## config.mk

```make
export PLATFORM = sky130hd
export DESIGN_NAME = age_repl_tracker
export DESIGN_NICKNAME = d
export VERILOG_FILES = /design/src/rtl/age_repl_pkg.sv /design/src/rtl/repl_victim_pick.sv /design/src/rtl/repl_age_update.sv /design/src/rtl/age_repl_tracker.sv
export SDC_FILE = /design/constraint.sdc
export NUM_CORES = 1
export LEC_CHECK = 0
export BUFFER_PORTS_ARGS = -buffer_cell sky130_fd_sc_hd__buf_2
export CORE_MARGIN = 5
export CORE_UTILIZATION = 40
export DETAILED_ROUTE_END_ITERATION = 8
export PLACE_DENSITY = 0.63
export SYNTH_ARGS = -nofsm -noshare
export SYNTH_HDL_FRONTEND = slang
export SYNTH_SLANG_ARGS = --single-unit
```

## constraint.sdc

```tcl
create_clock -name clk -period 12.15 [get_ports clk]
set_input_delay 0.6075 -clock clk [delete_from_list [all_inputs] [get_ports clk]]
set_output_delay 0.6075 -clock clk [all_outputs]
set_load 0.02 [all_outputs]
```

## src/rtl/age_repl_pkg.sv

```systemverilog
package age_repl_pkg;

  typedef enum logic [1:0] {
    UPD_NONE = 2'd0,
    UPD_HIT  = 2'd1,
    UPD_MISS = 2'd2
  } upd_op_e;

  function automatic int ctr_bits(input int states);
    return (states > 2) ? 2 : 1;
  endfunction

endpackage

```

## src/rtl/repl_victim_pick.sv

```systemverilog
module repl_victim_pick #(
  parameter int WAYS  = 4,
  parameter int CW    = 2,
  parameter int WAY_W = 2
) (
  input  logic [WAYS*CW-1:0] ages_i,
  output logic [WAY_W-1:0]   victim_o
);
  logic [CW-1:0]    best_val;
  logic [WAY_W-1:0] best_idx;

  // strict less-than keeps the earliest way on ties
  always_comb begin
    best_val = ages_i[CW-1:0];
    best_idx = '0;
    for (int i = 1; i < WAYS; i++) begin
      if (ages_i[i*CW +: CW] < best_val) begin
        best_val = ages_i[i*CW +: CW];
        best_idx = WAY_W'(i);
      end
    end
  end

  assign victim_o = best_idx;
endmodule

```

## src/rtl/repl_age_update.sv

```systemverilog
module repl_age_update
  import age_repl_pkg::*;
#(
  parameter int WAYS  = 4,
  parameter int CW    = 2,
  parameter int WAY_W = 2,
  parameter int TOPV  = 3
) (
  input  upd_op_e            op_i,
  input  logic [WAY_W-1:0]   way_i,
  input  logic               clr_en_i,
  input  logic               clr_all_i,
  input  logic [WAY_W-1:0]   clr_way_i,
  input  logic [WAY_W-1:0]   pad_i,
  input  logic [WAYS*CW-1:0] ages_i,
  output logic [WAYS*CW-1:0] ages_o
);
  localparam logic [CW-1:0] TOP = CW'(TOPV);

  logic [CW-1:0] ref_age;
  logic [CW-1:0] cur;
  logic          unused_pad;

  assign unused_pad = ^pad_i;
  assign ref_age    = ages_i[way_i*CW +: CW];

  always_comb begin
    ages_o = ages_i;
    for (int i = 0; i < WAYS; i++) begin
      cur = ages_i[i*CW +: CW];
      unique case (op_i)
        UPD_HIT:  if (cur > ref_age) ages_o[i*CW +: CW] = cur - 1'b1;
        UPD_MISS: if (cur != '0)     ages_o[i*CW +: CW] = cur - 1'b1;
        default:  ;
      endcase
    end
    if (op_i != UPD_NONE) ages_o[way_i*CW +: CW] = TOP;
    if (clr_en_i) begin
      if (clr_all_i) ages_o = '0;
      else           ages_o[clr_way_i*CW +: CW] = '0;
    end
  end
endmodule

```

## src/rtl/age_repl_tracker.sv

```systemverilog
module age_repl_tracker
  import age_repl_pkg::*;
#(
  parameter int WAYS     = 4,
  parameter int MAX_WAYS = 8,
  parameter int SETS     = 16,
  parameter int USTATES  = 4,
  localparam int WAY_W   = (WAYS > 1) ? $clog2(WAYS) : 1,
  localparam int SET_W   = (SETS > 1) ? $clog2(SETS) : 1
) (
  input  logic             clk,
  input  logic             rst,
  input  logic             lookup_valid,
  input  logic             lookup_hit,
  input  logic [SET_W-1:0] lookup_set,
  input  logic [WAY_W-1:0] lookup_way,
  input  logic             inv_valid,
  input  logic             inv_whole_set,
  input  logic [SET_W-1:0] inv_set,
  input  logic [WAY_W-1:0] inv_way,
  output logic [WAY_W-1:0] victim_way
);
  localparam int CW   = ctr_bits(USTATES);
  localparam int TOPV = USTATES - 1;
  localparam int ROWW = WAYS * CW;

  // reject shapes the counters cannot represent
  generate
    if (USTATES < 2 || USTATES > 4) begin : g_bad_states
      $error("USTATES must be 2, 3 or 4");
    end
    if (WAYS < 2 || WAYS > MAX_WAYS || (WAYS & (WAYS - 1)) != 0) begin : g_bad_ways
      $error("WAYS must be a power of two between 2 and MAX_WAYS");
    end
  endgenerate

  logic [ROWW-1:0]  age_mem [SETS];
  logic [ROWW-1:0]  lk_row;
  logic [ROWW-1:0]  iv_row;
  logic [ROWW-1:0]  lk_next;
  logic [ROWW-1:0]  iv_next;
  logic [WAY_W-1:0] pick;
  logic [WAY_W-1:0] promote_way;
  logic             same_set;
  upd_op_e          lk_op;

  assign lk_row   = age_mem[lookup_set];
  assign iv_row   = age_mem[inv_set];
  assign same_set = inv_valid && lookup_valid && (inv_set == lookup_set);

  always_comb begin
    if (!lookup_valid)  lk_op = UPD_NONE;
    else if (lookup_hit) lk_op = UPD_HIT;
    else                 lk_op = UPD_MISS;
  end

  assign promote_way = lookup_hit ? lookup_way : pick;

  repl_victim_pick #(.WAYS(WAYS), .CW(CW), .WAY_W(WAY_W)) u_pick (
    .ages_i   (lk_row),
    .victim_o (pick)
  );

  // lookup path; folds in a clear aimed at the same set
  repl_age_update #(.WAYS(WAYS), .CW(CW), .WAY_W(WAY_W), .TOPV(TOPV)) u_lk_upd (
    .op_i      (lk_op),
    .way_i     (promote_way),
    .clr_en_i  (same_set),
    .clr_all_i (inv_whole_set),
    .clr_way_i (inv_way),
    .pad_i     (lookup_way),
    .ages_i    (lk_row),
    .ages_o    (lk_next)
  );

  // invalidate path for a set the lookup does not touch
  repl_age_update #(.WAYS(WAYS), .CW(CW), .WAY_W(WAY_W), .TOPV(TOPV)) u_iv_upd (
    .op_i      (UPD_NONE),
    .way_i     (inv_way),
    .clr_en_i  (1'b1),
    .clr_all_i (inv_whole_set),
    .clr_way_i (inv_way),
    .pad_i     (inv_way),
    .ages_i    (iv_row),
    .ages_o    (iv_next)
  );

  always_ff @(posedge clk) begin
    if (rst) begin
      for (int s = 0; s < SETS; s++) age_mem[s] <= '0;
    end else begin
      if (inv_valid && !same_set) age_mem[inv_set]    <= iv_next;
      if (lookup_valid)           age_mem[lookup_set] <= lk_next;
    end
  end

  assign victim_way = pick;
endmodule

```

==> results of run 1 <==
## worst max path at each step
stage | start | end | depth (start not counted)
2_1_floorplan | lookup_set[0] | age_mem[11][4]$_DFFE_PP_ | 22
3_3_place_gp | lookup_set[0] | age_mem[13][2]$_DFFE_PP_ | 20
3_5_place_dp | lookup_set[0] | age_mem[0][2]$_DFFE_PP_ | 20
4_1_cts | lookup_set[0] | age_mem[2][2]$_DFFE_PP_ | 20
5_1_grt | lookup_set[0] | age_mem[0][2]$_DFFE_PP_ | 20
6_report | lookup_set[0] | age_mem[2][2]$_DFFE_PP_ | 20
## kinds of logic after synthesis
group,after synthesis,share of synthesized area
buf+inv,68,0.03927
simple gates,146,0.08366
compound gates,214,0.1886
xor+xnor,4,0.004089
flops,128,0.4485
fa+ha+maj,18,0.02599
mux,94,0.2098
## where the power goes
group          switching (mW)  internal [mW]  leakage [nW]
Clock                   0.187          0.380         0.311
Combinational           0.228          0.115          1.52
Sequential             0.0132          0.508          1.33
## routing by layer
metal | part of all wire | GRT usage | vias to the layer above
met5 | 0 | 0 | -
met4 | 0.038 | 0.09917 | 0
met3 | 0.11 | 0.05808 | 74
met2 | 0.48 | 0.3598 | 472
met1 | 0.37 | 0.3056 | 3369
li1 | - | - | 2782
## stage by stage
step                      cells  cell area, um2  hold slack (ns)  power, mW
after floorplan             672            8569            1.029     0.7710
after global placement      917            8758            1.145     0.8570
after global routing        948            9405           0.9550      1.470
after detailed placement    917            8758            1.156     0.8624
final                       948            9405           0.9295      1.430
after CTS                   948            9405           0.9212      1.420
## area by class of cell
class	count	share of cell area
clock buffer	18	0.04563
clock inverter	13	0.02315
inverter	15	0.005986
multi-input combinational	476	0.4667
sequential	128	0.4087
tap	275	0.03658
timing repair buffer	23	0.01330
## cell usage in the layout (no fill, tap or decap), types with 7 or more instances in the layout
cell type / n
inv_1: 15
mux4_2: 65
o21ai_0: 10
o22ai_1: 117
nor2b_1: 10
clkbuf_16: 17
edfxtp_1: 128
buf_2: 19
a21oi_1: 8
nand3b_1: 16
ha_1: 17
o22ai_2: 10
nor2_1: 31
nand2_1: 55
mux2i_1: 18
nand2b_1: 7
## critical path, cell delays in order
cell	delay, ns
buf_2	0.08
buf_4	0.44
mux4_2	0.58
mux4_2	0.62
ha_1	0.26
inv_1	0.06
ha_1	0.20
nor2_1	0.06
a22o_1	0.29
o21a_1	0.21
a311o_2	0.43
a31o_1	0.36
o21ai_0	0.43
ha_1	0.32
nor2_1	0.36
nor2_1	0.09
nor4_2	0.26
o21a_1	0.16
o31a_1	0.87
o22ai_1	0.21
==> impl_results.md, run 1 <==
- Iteration-0 DRC Markers: 886
- Setup_tns: 0 ns
- Synth Net Count: 707
- Hold_buf cts: 0
- Fraction of layout instances using a drive strength above 1: 0.2333
- Clock Sinks: 128
- # Post-CTS Setup Buffers: 0
- Crit end category: register
- Most area-hungry cell type in the Yosys netlist: edfxtp_1
- Largest net degree at the start of global routing: 52
- WP data required: 12.28 ns
- Final WS setup: 5.361 ns
- Top Registers: age_mem (128)
- Register-to-Register Path Depth: 18
- # rows: 53
- Final min period: 6.789 ns
- H-tree depth: 4
- Ys flop type: edfxtp_1
- Ys async rst share: 0
- CTS tree: done
- Initial Util: 0.4064
- Initial antenna violation count: 0
- Clock Pin Slew Worst Setup and Hold Paths: 0.05 ns
- DR vias/cell: 7.064
- Register area: 3844 um2
- Yosys reg bits: 128
- Global-route usage over all layers: 0.2301
- Slew HR: 0.2626
- Yosys cell types: 74
- Fill cells: 1,931
- Yosys top cell area share: 0.4485
- Most common cell in the synthesized netlist: edfxtp_1
- Gpl congestion: 0.9615
- Clock buffer depth: 2
- DRC Markers: 0
- # setup viols final: 0
- WL/cell: 29.54 um
- Clk_skew: 0.005990 ns
- Max-cap viol count: 0
- Number of synthesized flops with an enable pin: 128
- Worst min path class: in2reg
- Leak pwr: 3.160 nW
- Synthesized instance count: 672
- Gr ovfl total: 0
- Worst Hold Launch: inv_whole_set
- Pins Over Slew Limit: 0
- Resized cells post-CTS: 0
- Final HPWL DP: 19,370 um
- Hold path depth: 4
- Worst-Skew Late Latency: 0.42 ns
- WHS Endpoint: age_mem[7][5]$_DFFE_PP_
- Status: finished clean
- Yosys warning count: 0
- Pre-Repair DR Iteration Count: 5
- I/O pins: 20
- Crit path max fanout: 30
- Total number of vias: 6,697
- Critical R2R Launch: age_mem[15][1]$_DFFE_PP_
- Fin nets: 696
- Worst slew pin tran: 1.106 ns
- Area growth from synthesis to layout: 9.753%
- Share of the yosys chip area belonging to registers: 0.4485
- FF-to-FF End: age_mem[2][2]$_DFFE_PP_
- First-pass GRT wire length: 41,990 um
- Worst vdd ir: 0.09302 mV
- Biggest register: age_mem
- Tcrit/Tclk final: 0.5587
- IO buf count: 19
- Diode count: 0
- CP arrival: 6.92 ns
- Vias in the first global route: 6,503
- Die H: 156.4 um
- Clock root buffer master: clkbuf_16
- Die footprint: 24,450 um2
- Critical Setup Path Class: in2reg
- Antenna Nets Post-Route: 0
- Max Clk Rate: 0.1473 GHz
- Setup crit start kind: input pin
- Reg2Reg Setup Slack: 5.70 ns
- Synth top area cells: edfxtp_1 45%, mux4_2 17%, o22ai_1 8.5%, ha_1 2.5%, nand2_1 2.4%
- WL final: 28,010 um
- Commonest cells in the netlist: 128 x edfxtp_1, 117 x o22ai_1, 65 x mux4_2, 55 x nand2_1, 31 x nor2_1
- Syn_area_per_cell: 12.75 um2
- Number of flip-flops under the largest register name: 128
- Core area: 21,090 um2
- TritonCTS Buffers: 17
- Post-Syn Area: 8569 um2
- Final core occ: 0.4460
- Chip width: 156.4 um
- PD cells: 152.0 nW/um2
- RSZ-0062 raised after global routing: no
- Multi-input gate area: 4389 um2
- Dpl ws: 4.963 ns
- Hold Violations, Final: 0
(Power assumes the default switching activity.)
==> run 2, diff against run 1 <==
--- a/config.mk
+++ b/config.mk
@@ -9,7 +9,7 @@
 export CORE_MARGIN = 5
 export CORE_UTILIZATION = 40
 export DETAILED_ROUTE_END_ITERATION = 8
-export PLACE_DENSITY = 0.63
+export PLACE_DENSITY = 0.65
 export SYNTH_ARGS = -nofsm -noshare
 export SYNTH_HDL_FRONTEND = slang
 export SYNTH_SLANG_ARGS = --single-unit
==> constraint.sdc (replaced) <==
create_clock -name clk -period 6 [get_ports clk]
set_input_delay 0.3 -clock clk [delete_from_list [all_inputs] [get_ports clk]]
set_output_delay 0.3 -clock clk [all_outputs]
set_load 0.02 [all_outputs]
==> impl_results.md, run 2 (synthesized netlist as in run 1, its figures left out) <==
- Worst vdd ir: 0.2057 mV
- Number of flip-flops under the largest register name: 128
- Final HPWL DP: 19,270 um
- Diode count: 0
- Die H: 156.4 um
- Total number of vias: 6,914
- Worst min path class: in2reg
- Gr ovfl total: 0
- I/O pins: 20
- H-tree depth: 4
- Pre-Repair DR Iteration Count: 5
- Worst-Skew Late Latency: 0.42 ns
- Critical Setup Path Class: reg2reg
- Max Clk Rate: 0.1737 GHz
- Largest net degree at the start of global routing: 41
- Tot Pwr: 2.875 mW
- CP max-delay cell: mux4_2
- Clock Sinks: 128
- First-pass GRT wire length: 41,880 um
- Global-route usage over all layers: 0.2258
- # setup viols final: 0
- Iteration-0 DRC Markers: 1,009
- Hold path depth: 4
- DRC Markers: 0
- Placed cells: 939
- Reg2Reg Setup Slack: 0.24 ns
- Final core occ: 0.4527
- Leading cell type in the layout, fill and taps excluded: edfxtp_1
- Initial antenna violation count: 0
- Core area: 21,090 um2
- RSZ-0062 raised after global routing: no
- Register-to-Register Path Depth: 19
- Hold Violations, Final: 0
- Crit end category: register
- Most used cell, CP: ha_1
- Area growth from synthesis to layout: 11.40%
- DR vias/cell: 7.113
- Chip width: 156.4 um
- Die footprint: 24,450 um2
- PD cells: 301.2 nW/um2
- Max-cap viol count: 0
- Final min period: 5.758 ns
- Most frequent cells in the layout: 128 x edfxtp_1, 117 x o22ai_1, 65 x mux4_2
- Crit path max fanout: 16
- Biggest register: age_mem
- Fin nets: 719
- CTS tree: done
- Top Registers: age_mem (128)
- Setup crit start kind: register
- WL final: 27,760 um
- Post-route cell area: 9547 um2
- Worst slew pin tran: 1.195 ns
- WL/cell: 28.56 um
- IO buf count: 19
- Antenna Nets Post-Route: 0
- WP data required: 6.13 ns
- # rows: 53
- Vias in the first global route: 6,764
- TritonCTS Buffers: 17
- Gpl congestion: 0.9698
- Initial Util: 0.4064
- Worst path max stage delay: 0.54 ns
- Clock buffer depth: 2
- Slew HR: 0.2014
- Non-Filler Instances: 972
- CP arrival: 5.89 ns
- Clock Pin Slew Worst Setup and Hold Paths: 0.06 ns
- Area post-placement: 8924 um2
- Tcrit/Tclk final: 0.9596
- Fraction of layout instances using a drive strength above 1: 0.2640
- Pins Over Slew Limit: 0
- Clock root buffer master: clkbuf_16
- Clk_skew: 0.007272 ns
- Cell Chain, Critical Path: mux4_2 -> mux4_2 -> ha_1 -> inv_1 -> ha_1 -> nor2_1 -> a22o_1 -> o21a_1 -> a311o_2 -> a31o_1 -> o21ai_0 -> ha_1 -> nor2_1 -> o21ai_0 -> a222oi_1 -> o21ai_1 -> a32oi_4 -> buf_4 -> o22ai_1
- Leak pwr: 3.244 nW
- Status: finished clean
## run 2: cell count changes in the layout (fill, tap and decap cells not counted), moves of 2 or more
cell / previous run / this run
clkinv_4: 0 / 3
clkinv_2: 3 / 0
inv_6: 0 / 4
buf_4: 4 / 27
bufinv_16: 6 / 3
clkinvlp_4: 2 / 4
## run 2: through the flow
| stage | setup TNS [ns] | worst slack, ns | hold slack [ns] |
|---|---|---|---|
| floorplan | 0 | 0.1032 | 0.7212 |
| global placement | 0 | 0.1217 | 1.022 |
| detailed placement | -1.635 | -0.08626 | 1.037 |
| CTS | 0 | 0.3442 | 0.6053 |
| global route | 0 | 0.005833 | 0.6448 |
| finish | 0 | 0.2423 | 0.6261 |
## run 2: power by group
group	switching [mW]	internal, mW
combinational	0.477	0.271
sequential	0.0224	1.03
clock	0.419	0.658
total	0.919	1.96
## run 2: worst paths after layout
check / start / to
min: inv_whole_set / age_mem[7][5]$_DFFE_PP_
max: age_mem[15][3]$_DFFE_PP_ / age_mem[13][4]$_DFFE_PP_
min reg2reg: age_mem[2][5]$_DFFE_PP_ / age_mem[7][5]$_DFFE_PP_
max reg2reg: age_mem[15][3]$_DFFE_PP_ / age_mem[13][4]$_DFFE_PP_
## run 2: layer usage
layer	vias to the layer above	track usage	part of all wire
met5	-	0	0
met4	0	0.1054	0.057
met3	106	0.05420	0.11
met2	542	0.3604	0.47
met1	3443	0.2920	0.36
li1	2823	-	-
## run 2: repair_timing
action                     CTS  global route
hold buffers                 0             0
setup endpoints to repair    0            29
gates resized for setup      0             2
setup buffers                0             1
## run 2: layout make-up
cell class	count	area [um2]
clock buffer	17	425.4
tap	275	344.1
clock inverter	15	185.2
timing repair buffer	46	300.3
fill	1871	11540
sequential	128	3844
inverter	15	56.30
multi-input combinational	476	4392
## run 2: worst max-delay path: cells and delay by family (launching register included)
family	cells	cell delay [ns]
adder cells (fa/ha/maj)	3	0.73
AO/OA/AOI/OAI	10	2.65
buffers and inverters	2	0.34
multiplexers	2	1.08
flip-flops	1	0.42
AND/OR/NAND/NOR	2	0.24
